[src/rtl/ckrp_pkg.sv]
package ckrp_pkg;

  typedef enum logic [3:0] {
    ST_RUN,
    ST_CK_PREP,
    ST_CK_SAVE,
    ST_CK_RST,
    ST_RP_INIT,
    ST_RP_MEM,
    ST_RP_RST,
    ST_REPLAY,
    ST_FAULT
  } ctl_state_e;

  localparam logic [1:0] CMD_NONE    = 2'd0;
  localparam logic [1:0] CMD_PREP    = 2'd1;
  localparam logic [1:0] CMD_SAVE    = 2'd2;
  localparam logic [1:0] CMD_RESTORE = 2'd3;

  localparam logic [1:0] MODE_NORMAL = 2'd0;
  localparam logic [1:0] MODE_CKPT   = 2'd1;
  localparam logic [1:0] MODE_REPLAY = 2'd2;
  localparam logic [1:0] MODE_FAULT  = 2'd3;

endpackage

[src/rtl/ack_gather.sv]
module ack_gather #(
  parameter int N_AGENTS = 4
) (
  input  logic                clk,
  input  logic                rst_n,
  input  logic                clr,
  input  logic                arm,
  input  logic [N_AGENTS-1:0] ack,
  output logic [N_AGENTS-1:0] req,
  output logic                all_in
);

  logic [N_AGENTS-1:0] got_q;

  for (genvar i = 0; i < N_AGENTS; i++) begin : g_agent
    always_ff @(posedge clk) begin
      if (!rst_n)                      got_q[i] <= 1'b0;
      else if (clr)                    got_q[i] <= 1'b0;
      else if (arm && ack[i])          got_q[i] <= 1'b1;
    end

    assign req[i] = arm & ~got_q[i];

    // an answer, once collected, is only dropped when a new phase begins
    p_mask_hold_r9: assert property (@(posedge clk) disable iff (!rst_n)
      (got_q[i] && !clr) |=> got_q[i]);
  end

  assign all_in = &got_q;

endmodule

[src/rtl/wait_timer.sv]
module wait_timer #(
  parameter int WAIT_LIMIT = 1024
) (
  input  logic clk,
  input  logic rst_n,
  input  logic restart,
  input  logic run,
  output logic expired
);

  localparam int TW = $clog2(WAIT_LIMIT + 1);
  localparam logic [TW-1:0] LIM = TW'(WAIT_LIMIT);

  logic [TW-1:0] cnt_q;

  always_ff @(posedge clk) begin
    if (!rst_n)                     cnt_q <= '0;
    else if (restart)               cnt_q <= '0;
    else if (run && cnt_q != LIM)   cnt_q <= cnt_q + 1'b1;
  end

  assign expired = run && (cnt_q == LIM);

  // the count never leaves the range it was sized for
  p_cnt_bound_r10: assert property (@(posedge clk) disable iff (!rst_n)
    cnt_q <= LIM);

endmodule

[src/rtl/dom_counter.sv]
module dom_counter #(
  parameter int CNT_W = 32
) (
  input  logic             clk,
  input  logic             rst_n,
  input  logic             zero,
  output logic [CNT_W-1:0] count
);

  always_ff @(posedge clk) begin
    if (!rst_n)     count <= '0;
    else if (zero)  count <= '0;
    else            count <= count + 1'b1;
  end

endmodule

[src/rtl/ckpt_replay_ctrl.sv]
module ckpt_replay_ctrl
  import ckrp_pkg::*;
#(
  parameter int N_AGENTS     = 4,
  parameter int N_LOGS       = 3,
  parameter int CNT_W        = 32,
  parameter int INTERVAL_MAX = 1000000,
  parameter int WAIT_LIMIT   = 1024
) (
  input  logic                clk,
  input  logic                rst_n,
  input  logic [N_LOGS-1:0]   log_near_full,
  input  logic                replay_req,
  output logic [N_AGENTS-1:0] agt_req,
  output logic [1:0]          agt_cmd,
  input  logic [N_AGENTS-1:0] agt_ack,
  output logic                mem_restore_req,
  input  logic                mem_restore_done,
  output logic                ctr_reset,
  output logic                io_isolate,
  output logic [1:0]          mode,
  output logic [CNT_W-1:0]    dom_count
);

  localparam logic [CNT_W-1:0] INTERVAL_CMP = CNT_W'(INTERVAL_MAX);

  ctl_state_e       state_q, state_d;
  logic [CNT_W-1:0] stop_q;
  logic             pend_q;
  logic             all_in;
  logic             tmo;
  logic             phase_start;
  logic             agent_wait;
  logic             any_wait;
  logic             ckpt_trig;
  logic             ckpt_busy;

  assign ckpt_trig   = (|log_near_full) || (dom_count >= INTERVAL_CMP);
  assign agent_wait  = (state_q == ST_CK_PREP) || (state_q == ST_CK_SAVE) ||
                       (state_q == ST_RP_INIT);
  assign any_wait    = agent_wait || (state_q == ST_RP_MEM);
  assign phase_start = (state_d != state_q);
  assign ckpt_busy   = (state_q == ST_CK_PREP) || (state_q == ST_CK_SAVE) ||
                       (state_q == ST_CK_RST);

  dom_counter #(.CNT_W(CNT_W)) u_count (
    .clk   (clk),
    .rst_n (rst_n),
    .zero  (ctr_reset),
    .count (dom_count)
  );

  ack_gather #(.N_AGENTS(N_AGENTS)) u_acks (
    .clk    (clk),
    .rst_n  (rst_n),
    .clr    (phase_start),
    .arm    (agent_wait),
    .ack    (agt_ack),
    .req    (agt_req),
    .all_in (all_in)
  );

  wait_timer #(.WAIT_LIMIT(WAIT_LIMIT)) u_timer (
    .clk     (clk),
    .rst_n   (rst_n),
    .restart (phase_start),
    .run     (any_wait),
    .expired (tmo)
  );

  always_comb begin
    state_d = state_q;
    unique case (state_q)
      ST_RUN: begin
        if (ckpt_trig)                    state_d = ST_CK_PREP;
        else if (pend_q || replay_req)    state_d = ST_RP_INIT;
      end
      ST_CK_PREP: begin
        if (all_in)                       state_d = ST_CK_SAVE;
        else if (tmo)                     state_d = ST_FAULT;
      end
      ST_CK_SAVE: begin
        if (all_in)                       state_d = ST_CK_RST;
        else if (tmo)                     state_d = ST_FAULT;
      end
      ST_CK_RST:                          state_d = ST_RUN;
      ST_RP_INIT: begin
        if (all_in)                       state_d = ST_RP_MEM;
        else if (tmo)                     state_d = ST_FAULT;
      end
      ST_RP_MEM: begin
        if (mem_restore_done)             state_d = ST_RP_RST;
        else if (tmo)                     state_d = ST_FAULT;
      end
      ST_RP_RST:                          state_d = ST_REPLAY;
      ST_REPLAY: begin
        if (dom_count == stop_q)          state_d = ST_RUN;
      end
      ST_FAULT:                           state_d = ST_FAULT;
      default:                            state_d = ST_FAULT;
    endcase
  end

  always_ff @(posedge clk) begin
    if (!rst_n) begin
      state_q <= ST_RUN;
      stop_q  <= '0;
      pend_q  <= 1'b0;
    end else begin
      state_q <= state_d;
      if (state_q == ST_RUN && state_d == ST_RP_INIT) begin
        stop_q <= dom_count;
        pend_q <= 1'b0;
      end else if (state_q == ST_RUN || ckpt_busy) begin
        pend_q <= pend_q | replay_req;
      end else begin
        pend_q <= 1'b0;
      end
    end
  end

  always_comb begin
    unique case (state_q)
      ST_CK_PREP: agt_cmd = CMD_PREP;
      ST_CK_SAVE: agt_cmd = CMD_SAVE;
      ST_RP_INIT: agt_cmd = CMD_RESTORE;
      default:    agt_cmd = CMD_NONE;
    endcase
  end

  always_comb begin
    unique case (state_q)
      ST_RUN:                                  mode = MODE_NORMAL;
      ST_CK_PREP, ST_CK_SAVE, ST_CK_RST:       mode = MODE_CKPT;
      ST_RP_INIT, ST_RP_MEM, ST_RP_RST,
      ST_REPLAY:                               mode = MODE_REPLAY;
      default:                                 mode = MODE_FAULT;
    endcase
  end

  assign ctr_reset       = (state_q == ST_CK_RST) || (state_q == ST_RP_RST);
  assign mem_restore_req = (state_q == ST_RP_MEM);
  assign io_isolate      = (mode == MODE_REPLAY);

  // the counter reset is a single-cycle pulse and zeroes the domain count
  p_reset_pulse_r5: assert property (@(posedge clk) disable iff (!rst_n)
    ctr_reset |=> !ctr_reset);
  p_count_zeroed_r5: assert property (@(posedge clk) disable iff (!rst_n)
    ctr_reset |=> (dom_count == '0));

  // a request is only raised with a phase command on the broadcast lines
  p_cmd_with_req_r3: assert property (@(posedge clk) disable iff (!rst_n)
    (agt_req != '0) |-> (agt_cmd != CMD_NONE));

  // the save phase follows a complete prepare barrier
  p_save_after_prep_r4: assert property (@(posedge clk) disable iff (!rst_n)
    (agt_cmd == CMD_SAVE && $past(agt_cmd) == CMD_PREP) |-> $past(all_in));

  // memory restore only after every agent has restored
  p_mem_after_restore_r7: assert property (@(posedge clk) disable iff (!rst_n)
    $rose(mem_restore_req) |-> $past(all_in));

  // replay ends when the counter meets the stop marker
  p_replay_end_r8: assert property (@(posedge clk) disable iff (!rst_n)
    (state_q == ST_REPLAY && dom_count == stop_q) |=>
      (mode == MODE_NORMAL && !io_isolate));

  // fault is sticky and silent toward the agents
  p_fault_sticky_r10: assert property (@(posedge clk) disable iff (!rst_n)
    (mode == MODE_FAULT) |=> (mode == MODE_FAULT && agt_req == '0));
  p_timeout_fault_r10: assert property (@(posedge clk) disable iff (!rst_n)
    (tmo && agent_wait && !all_in) |=> (mode == MODE_FAULT));

endmodule

[config.mk]
export PLATFORM = sky130hd
export DESIGN_NAME = ckpt_replay_ctrl
export DESIGN_NICKNAME = d
export VERILOG_FILES = /design/src/rtl/ckrp_pkg.sv /design/src/rtl/ack_gather.sv /design/src/rtl/wait_timer.sv /design/src/rtl/dom_counter.sv /design/src/rtl/ckpt_replay_ctrl.sv
export SDC_FILE = /design/constraint.sdc
export NUM_CORES = 1
export LEC_CHECK = 0
export CAP_MARGIN = 5
export CORE_MARGIN = 2
export CORE_UTILIZATION = 54
export CTS_CLUSTER_DIAMETER = 50
export DETAILED_ROUTE_END_ITERATION = 16
export GPL_ROUTABILITY_DRIVEN = 0
export MAX_ROUTING_LAYER = met4
export PLACE_DENSITY = 0.84
export SETUP_SLACK_MARGIN = 0.5
export SKIP_LAST_GASP = 1
export SYNTH_ARGS = -nofsm -noshare
export SYNTH_HDL_FRONTEND = slang
export SYNTH_SLANG_ARGS = --single-unit
export TNS_END_PERCENT = 100
[constraint.sdc]
create_clock -name clk -period 4.46 [get_ports clk]
set_clock_uncertainty 0.2 [all_clocks]
set_input_delay 0.892 -clock clk [delete_from_list [all_inputs] [get_ports clk]]
set_output_delay 0.892 -clock clk [all_outputs]
set_load 0.05 [all_outputs]
# Word level (Yosys, flattened, before mapping)
# Memories as Yosys holds them, arrays and structs flattened. A register that Yosys moved wholly into a read port is not among the register bits.
# Cells that the tools add are included.
# word_totals
input_bits	11
romBits	16
elab_cells	70
ff_bits	84
mem_count	1
out_inout_bits	43
# classes
n_reduce_logical	21
n_bitwise	11
n_mux	12
eq_ne	13
add_sub_neg	2
order_cmp	1
# memory_table
name	depth	width	rd	rd_ports_with_merged_regs	write_ports	line_no	source
(no name shown)	8	2	1	1	0	ckpt_replay_ctrl.sv:132	unique case (state_q)
# op_table
op	n
$add 32x1->32 const B	1
$eq 32x32->1	1
$ge 32x20->1 const B	1
$mux 4	8
$pmux 4 s8	1
$eq 4x3->1 const B	5
$add 11x1->11 const B	1
$eq 11x11->1 const B	1
$ne 11x11->1 const B	1
$eq 4x2->1 const B	2
$logic_or 1x1->1	8
$logic_and 1x1->1	7
$not 1->1	6
$pmux 2 s3	1
$reduce_or 3->1	2
$and 1x1->1	4
$eq 4x1->1 const B	1
$logic_not 4->1	1
$ne 4x4->1	1
$reduce_and 4->1	1
$reduce_or 2->1	2
$mux 3	1
$eq 2x2->1 const B	1
$mux 2	1
$or 1x1->1	1

# Logic depth before layout (Yosys ltp)
# logic_depth
ltp_word	11
mapped_depth	9
mapped_depth_nobuf	7

# Cells and area by module
# A second synthesis with hierarchy kept.
# hier_totals
hier_cells	521
hier_area_um2	4381.7
# by_module_without_submodules
module	instances	seq_area_each_um2	area_each_um2	cells_each
ckpt_replay_ctrl	1	780.7	2060.7	249
dom_counter	1	640.6	1561.5	181
wait_timer	1	220.2	604.3	73
ack_gather	1	80.1	155.1	18

# Least setup slack after synthesis
# Ideal clock, no wire load.
# synth_path
path_type	reg2reg
startpoint	reg u_count.count[6]
endpoint	reg u_timer.cnt_q[0]
synth_period_minus_slack_ns	2.896
stages_incl_launch_ff	10
setup_time_ns	0.079
path_slack_ns	1.564
t_required_ns	4.181
arrival_time_ns	2.617
path_buffers	3
cell_sequence	dfxtp_1 > clkbuf_1 > xnor2_1 > nand4_1 > nor4_1 > o221ai_2 > or4_1 > buf_6 > buf_12 > a211oi_2
# synth_via
elab_chain_cells	6
word_cells_on_any_way	8
cone_classes	order compare (1); eq/ne (2); mux (3); reduce/logical (2)
# synth_rtl
item	line_no	source
start, declared	dom_counter.sv:7	output logic [CNT_W-1:0] count
start signal, assigned	dom_counter.sv:13	else count <= count + 1'b1;
$ge 32x20->1	ckpt_replay_ctrl.sv:38	assign ckpt_trig = (|log_near_full) || (dom_count >= INTERVAL_CMP);
$logic_or 1x1->1	ckpt_replay_ctrl.sv:38	
$mux 4	ckpt_replay_ctrl.sv:75	if (ckpt_trig) state_d = ST_CK_PREP;
$pmux 4 s8 (*)	ckpt_replay_ctrl.sv:73	unique case (state_q)
$ne 4x4->1 (*)	ckpt_replay_ctrl.sv:42	assign phase_start = (state_d != state_q);
$reduce_or 2->1 (no line) (*)	--	
end signal, assigned	wait_timer.sv:19	else if (run && cnt_q != LIM) cnt_q <= cnt_q + 1'b1;
end, declared	wait_timer.sv:14	logic [TW-1:0] cnt_q;
# Mark *: on every way between the ends. The rest lies on a longest branch, timed or not.
# A chain may end at the register's enable or synchronous reset.

# Worst setup path in the final report
# layout_path
startpoint	reg state_q[2]
endpoint	out agt_req[0]
# layout_via
elab_chain_cells	4
word_cells_on_any_way	6
cone_classes	eq/ne (3); bitwise (1); reduce/logical (2)
# layout_rtl
item	line_no	source
start, declared	ckpt_replay_ctrl.sv:27	ctl_state_e state_q, state_d;
start signal, assigned	ckpt_replay_ctrl.sv:110	state_q <= state_d;
$eq 4x1->1 or $eq 4x2->1 (tied branches)	ckpt_replay_ctrl.sv:39	assign agent_wait = (state_q == ST_CK_PREP) || (state_q == ST_CK_SAVE) ||
$logic_or 1x1->1	ckpt_replay_ctrl.sv:39	
$logic_or 1x1->1 (*)	ckpt_replay_ctrl.sv:39	
$and 1x1->1 (*)	ack_gather.sv:22	assign req[i] = arm & ~got_q[i];
end, declared	ckpt_replay_ctrl.sv:14	output logic [N_AGENTS-1:0] agt_req,
# Marks and branches as above.

==> impl_metrics.py <==
metrics = {
    "yosys": {
        "synth-compound-area-share_pct": 10.8,
        "ys_seq_elements": 86,
        "synth_xor_area_share_pct": 13.9,
        "async_flop_share_pct": 0,
        "yosys.area_share.adder_pct": 1.13,
        "synth.distinct_cells": 61,
        "synth_edf_count": 0,
        "synth_top_family_by_area": "simple AND/OR/NAND/NOR gates",
        "ys.flop_type": "dfxtp_1",
        "synth.top_cell.area_share_pct": 38.9,
        "synth.area.top_cells": "dfxtp_1 39%, xnor2_1 9.7%, mux2i_1 4.5%",
        "synth_area_sq_um": 4420,
        "synth-simple-area-share_pct": 24.9,
        "synthMuxAreaShare_pct": 4.78,
        "syn_inst": 482,
        "synth_fp_nets": 497,
        "synth_area_per_cell_sq_um": 9.18,
        "yosysSeqAreaShare_pct": 38.9,
        "yosysWarnings": 0,
        "synth_top_area_cell": "dfxtp_1",
    },
    "route": {
        "via_count": 3528,
        "drt_first_iter_violations": 137,
        "vias_per_cell": 5.60,
        "drc": 0,
        "wirelength_um": 9870,
        "ant_nets": 0,
        "first_pass_iters": 4,
        "wl_per_cell_um": 15.7,
    },
    "timing": {
        "timing.setup.tns_ns": 0,
        "setup_violations": 0,
        "clock.fmax_mhz": 271,
        "max-slew-margin-rel_pct": 30.0,
        "rsz0062_at_grt": "false",
        "worstMarginPinSlew_ns": 1.05,
        "slew_viol_final": 0,
        "hold_slack_ns": 0.289,
        "timing.final.hold_violations": 0,
        "fin_crit_sh_pct": 82.6,
        "final.min_clock_period_ns": 3.68,
    },
    "worst_setup_path": {
        "worstPathMaxFanout": 12,
        "path_buf_inv": 1,
        "critPathLaunchType": "flip-flop",
        "arrival_ns": 2.59,
        "critPathMaxStageDelay_ns": 0.82,
        "cp.required_ns": 3.37,
        "endpoint_kind": "primary output",
        "worstSetupPathType": "reg2out",
        "crit_slowest_cell": "clkdlybuf4s50_1",
        "cp_top_family": "buffers and inverters",
        "path_cells": "xnor2_1, nor2b_1, a211o_1, nor2_1, clkdlybuf4s50_1",
    },
    "global_routing": {
        "grt_antenna_before_repair": 0,
        "grt_pass1_vias": 3457,
        "track_usage_pct": 23.8,
        "overflow": 0,
        "grt_pass1_wl_um": 16400,
        "grt_max_degree": 32,
    },
    "layout": {
        "n_antenna_cell": 0,
        "drive_gt1_share_pct": 8.38,
        "fin_nets": 537,
        "final_cells": 630,
        "area_growth_pct": 16.6,
    },
    "clocking": {
        "ctsHoldBuffers": 0,
        "clkLatencyLatePin_ns": 0.35,
        "clock-sinks": 86,
        "cts.reportedPaths.clkPinSlew_ns": 0.08,
        "cts_max_level": 3,
        "post_cts_buffers": 0,
        "cts.repair.resized": 0,
        "cts_buffers": 9,
        "tritoncts": "done",
        "clk_path_buf_depth": 2,
        "cts_root_buf": "clkbuf_8",
    },
    "floorplan": {
        "io_pins": 54,
        "die-height_um": 94.5,
        "fp-row-count": 33,
        "die_area_sq_um": 8930,
        "start_util_pct": 54.7,
        "core_area_sq_um": 8090,
        "die-width_um": 94.5,
    },
    "pwr": {
        "p_leak_nw": 1.78,
        "ir_drop_uv": 194,
        "power_density_nw_per_um2": 308,
    },
    "placement": {
        "place_hpwl_um": 6960,
        "numPortBuffers": 53,
        "dp.cells": 616,
    },
    "hold_path": {
        "hold_class": "reg2reg",
    },
    "run_status": {
        "status": "finished clean",
    },
    "job": {
        "max_cap_viol_count": 0,
    },
}
## report_power, final
part           switching, mW  internal (mW)  total (mW)  leakage, nW
Combinational          0.105         0.0641       0.170        0.971
Sequential            0.0137          0.775       0.788        0.694
Clock                  0.266          0.364       0.630        0.115
## placed cells by master, fill, tap and decap left out, types with 3 or more instances in the layout
cell type | Yosys | final
dfxtp_1 | 86 | 86
clkdlybuf4s50_1 | 0 | 53
xnor2_1 | 49 | 49
nor2_1 | 40 | 40
nand2_1 | 38 | 38
nor2b_1 | 26 | 26
xor2_1 | 21 | 21
mux2i_1 | 20 | 20
nand3_1 | 18 | 18
and2_1 | 16 | 16
nand4_1 | 14 | 14
inv_1 | 12 | 12
and3_1 | 10 | 10
a211oi_2 | 10 | 10
a21oi_1 | 9 | 9
clkbuf_8 | 5 | 9
nor3_1 | 7 | 7
nor4_1 | 7 | 7
o21ai_0 | 6 | 6
a211oi_1 | 6 | 6
or3_1 | 5 | 5
and4_1 | 5 | 5
buf_4 | 2 | 5
a21o_1 | 4 | 4
ha_1 | 4 | 4
o31ai_1 | 3 | 3
bufinv_16 | 0 | 3
## worst reg2reg max path, cell delays in order, from the launching register on
cell      delay [ns]
dfxtp_1         0.51
xnor2_1         0.18
nand4_1         0.14
nor4_1          0.66
o221ai_2        0.21
or4_1           0.86
a211oi_1        0.32
## metrics by stage
| step | setup WS (ns) | area [sq um] | utilization, % | power, mW |
|---|---|---|---|---|
| 2_1_floorplan | 1.56 | 4420 | - | 0.929 |
| 3_3_place_gp | 1.13 | 4930 | 60.9 | 0.972 |
| 3_5_place_dp | 1.06 | 4930 | 60.9 | 0.976 |
| 4_1_cts | 0.773 | 5160 | 63.7 | 1.60 |
| 5_1_grt | 0.658 | 5160 | 63.7 | 1.65 |
| 6_report | 0.776 | 5160 | 63.7 | 1.59 |
## Yosys cell counts (all sizes together) (3+ instances only)
cell type and count:
dfxtp 86, nor3 8, a21o 4, ha 4, xnor2 49, buf 9, and2 16, nor4 8
nor2b 26, nand4 14, o21ai 7, mux2i 20, and4 5, or3 7, o31ai 3, and3 11
a21oi 9, nand3 18, nor2 40, a211oi 17, nand2 38, xor2 21, clkbuf 20, inv 12
## cells by family after synthesis
| group | Yosys count |
|---|---|
| AND/OR/NAND/NOR | 203 |
| flip-flops | 86 |
| XOR/XNOR | 70 |
| AO/OA/AOI/OAI | 57 |
| buffers and inverters | 41 |
| multiplexers | 21 |
| adder cells (fa/ha/maj) | 4 |
## layout make-up
| type | instances | area, sq um |
|---|---|---|
| clock buffer | 9 | 124 |
| clock inverter | 5 | 100 |
| fill | 683 | 2940 |
| inverter | 12 | 45.0 |
| multi-input combinational | 355 | 2470 |
| sequential | 86 | 1720 |
| tap | 105 | 131 |
| timing repair buffer | 58 | 568 |
## metal layers
| metal | routed length (um) | global-route usage, % | up-vias |
|---|---|---|---|
| met5 | 0 | - | - |
| met4 | 176 | 9.30 | 0 |
| met3 | 304 | 3.27 | 15 |
| met2 | 4960 | 39.8 | 68 |
| met1 | 4430 | 29.4 | 1706 |
| li1 | - | - | 1739 |
## state kept, by name, summed over array words and instances (netlist names), named ones only
name,cells
stop_q,32
u_count.count,32
u_timer.cnt_q,11
state_q,4
u_acks.got_q,4
pend_q,1
## path summary, 6_finish.rpt
| check | startpoint | slack [ns] | to | cells after the start |
|---|---|---|---|---|
| min reg2reg | stop_q[26]$_SDFFE_PN0P_ | 0.29 | stop_q[26]$_SDFFE_PN0P_ | 1 |
| min | stop_q[26]$_SDFFE_PN0P_ | 0.29 | stop_q[26]$_SDFFE_PN0P_ | 1 |
| max | state_q[2]$_SDFF_PN0_ | 0.78 | agt_req[0] | 5 |
| max reg2reg | u_count.count[17]$_SDFF_PP0_ | 1.30 | u_acks.got_q[2]$_SDFFE_PP0P_ | 6 |
No activity file was read; power rests on OpenSTA's default activity.
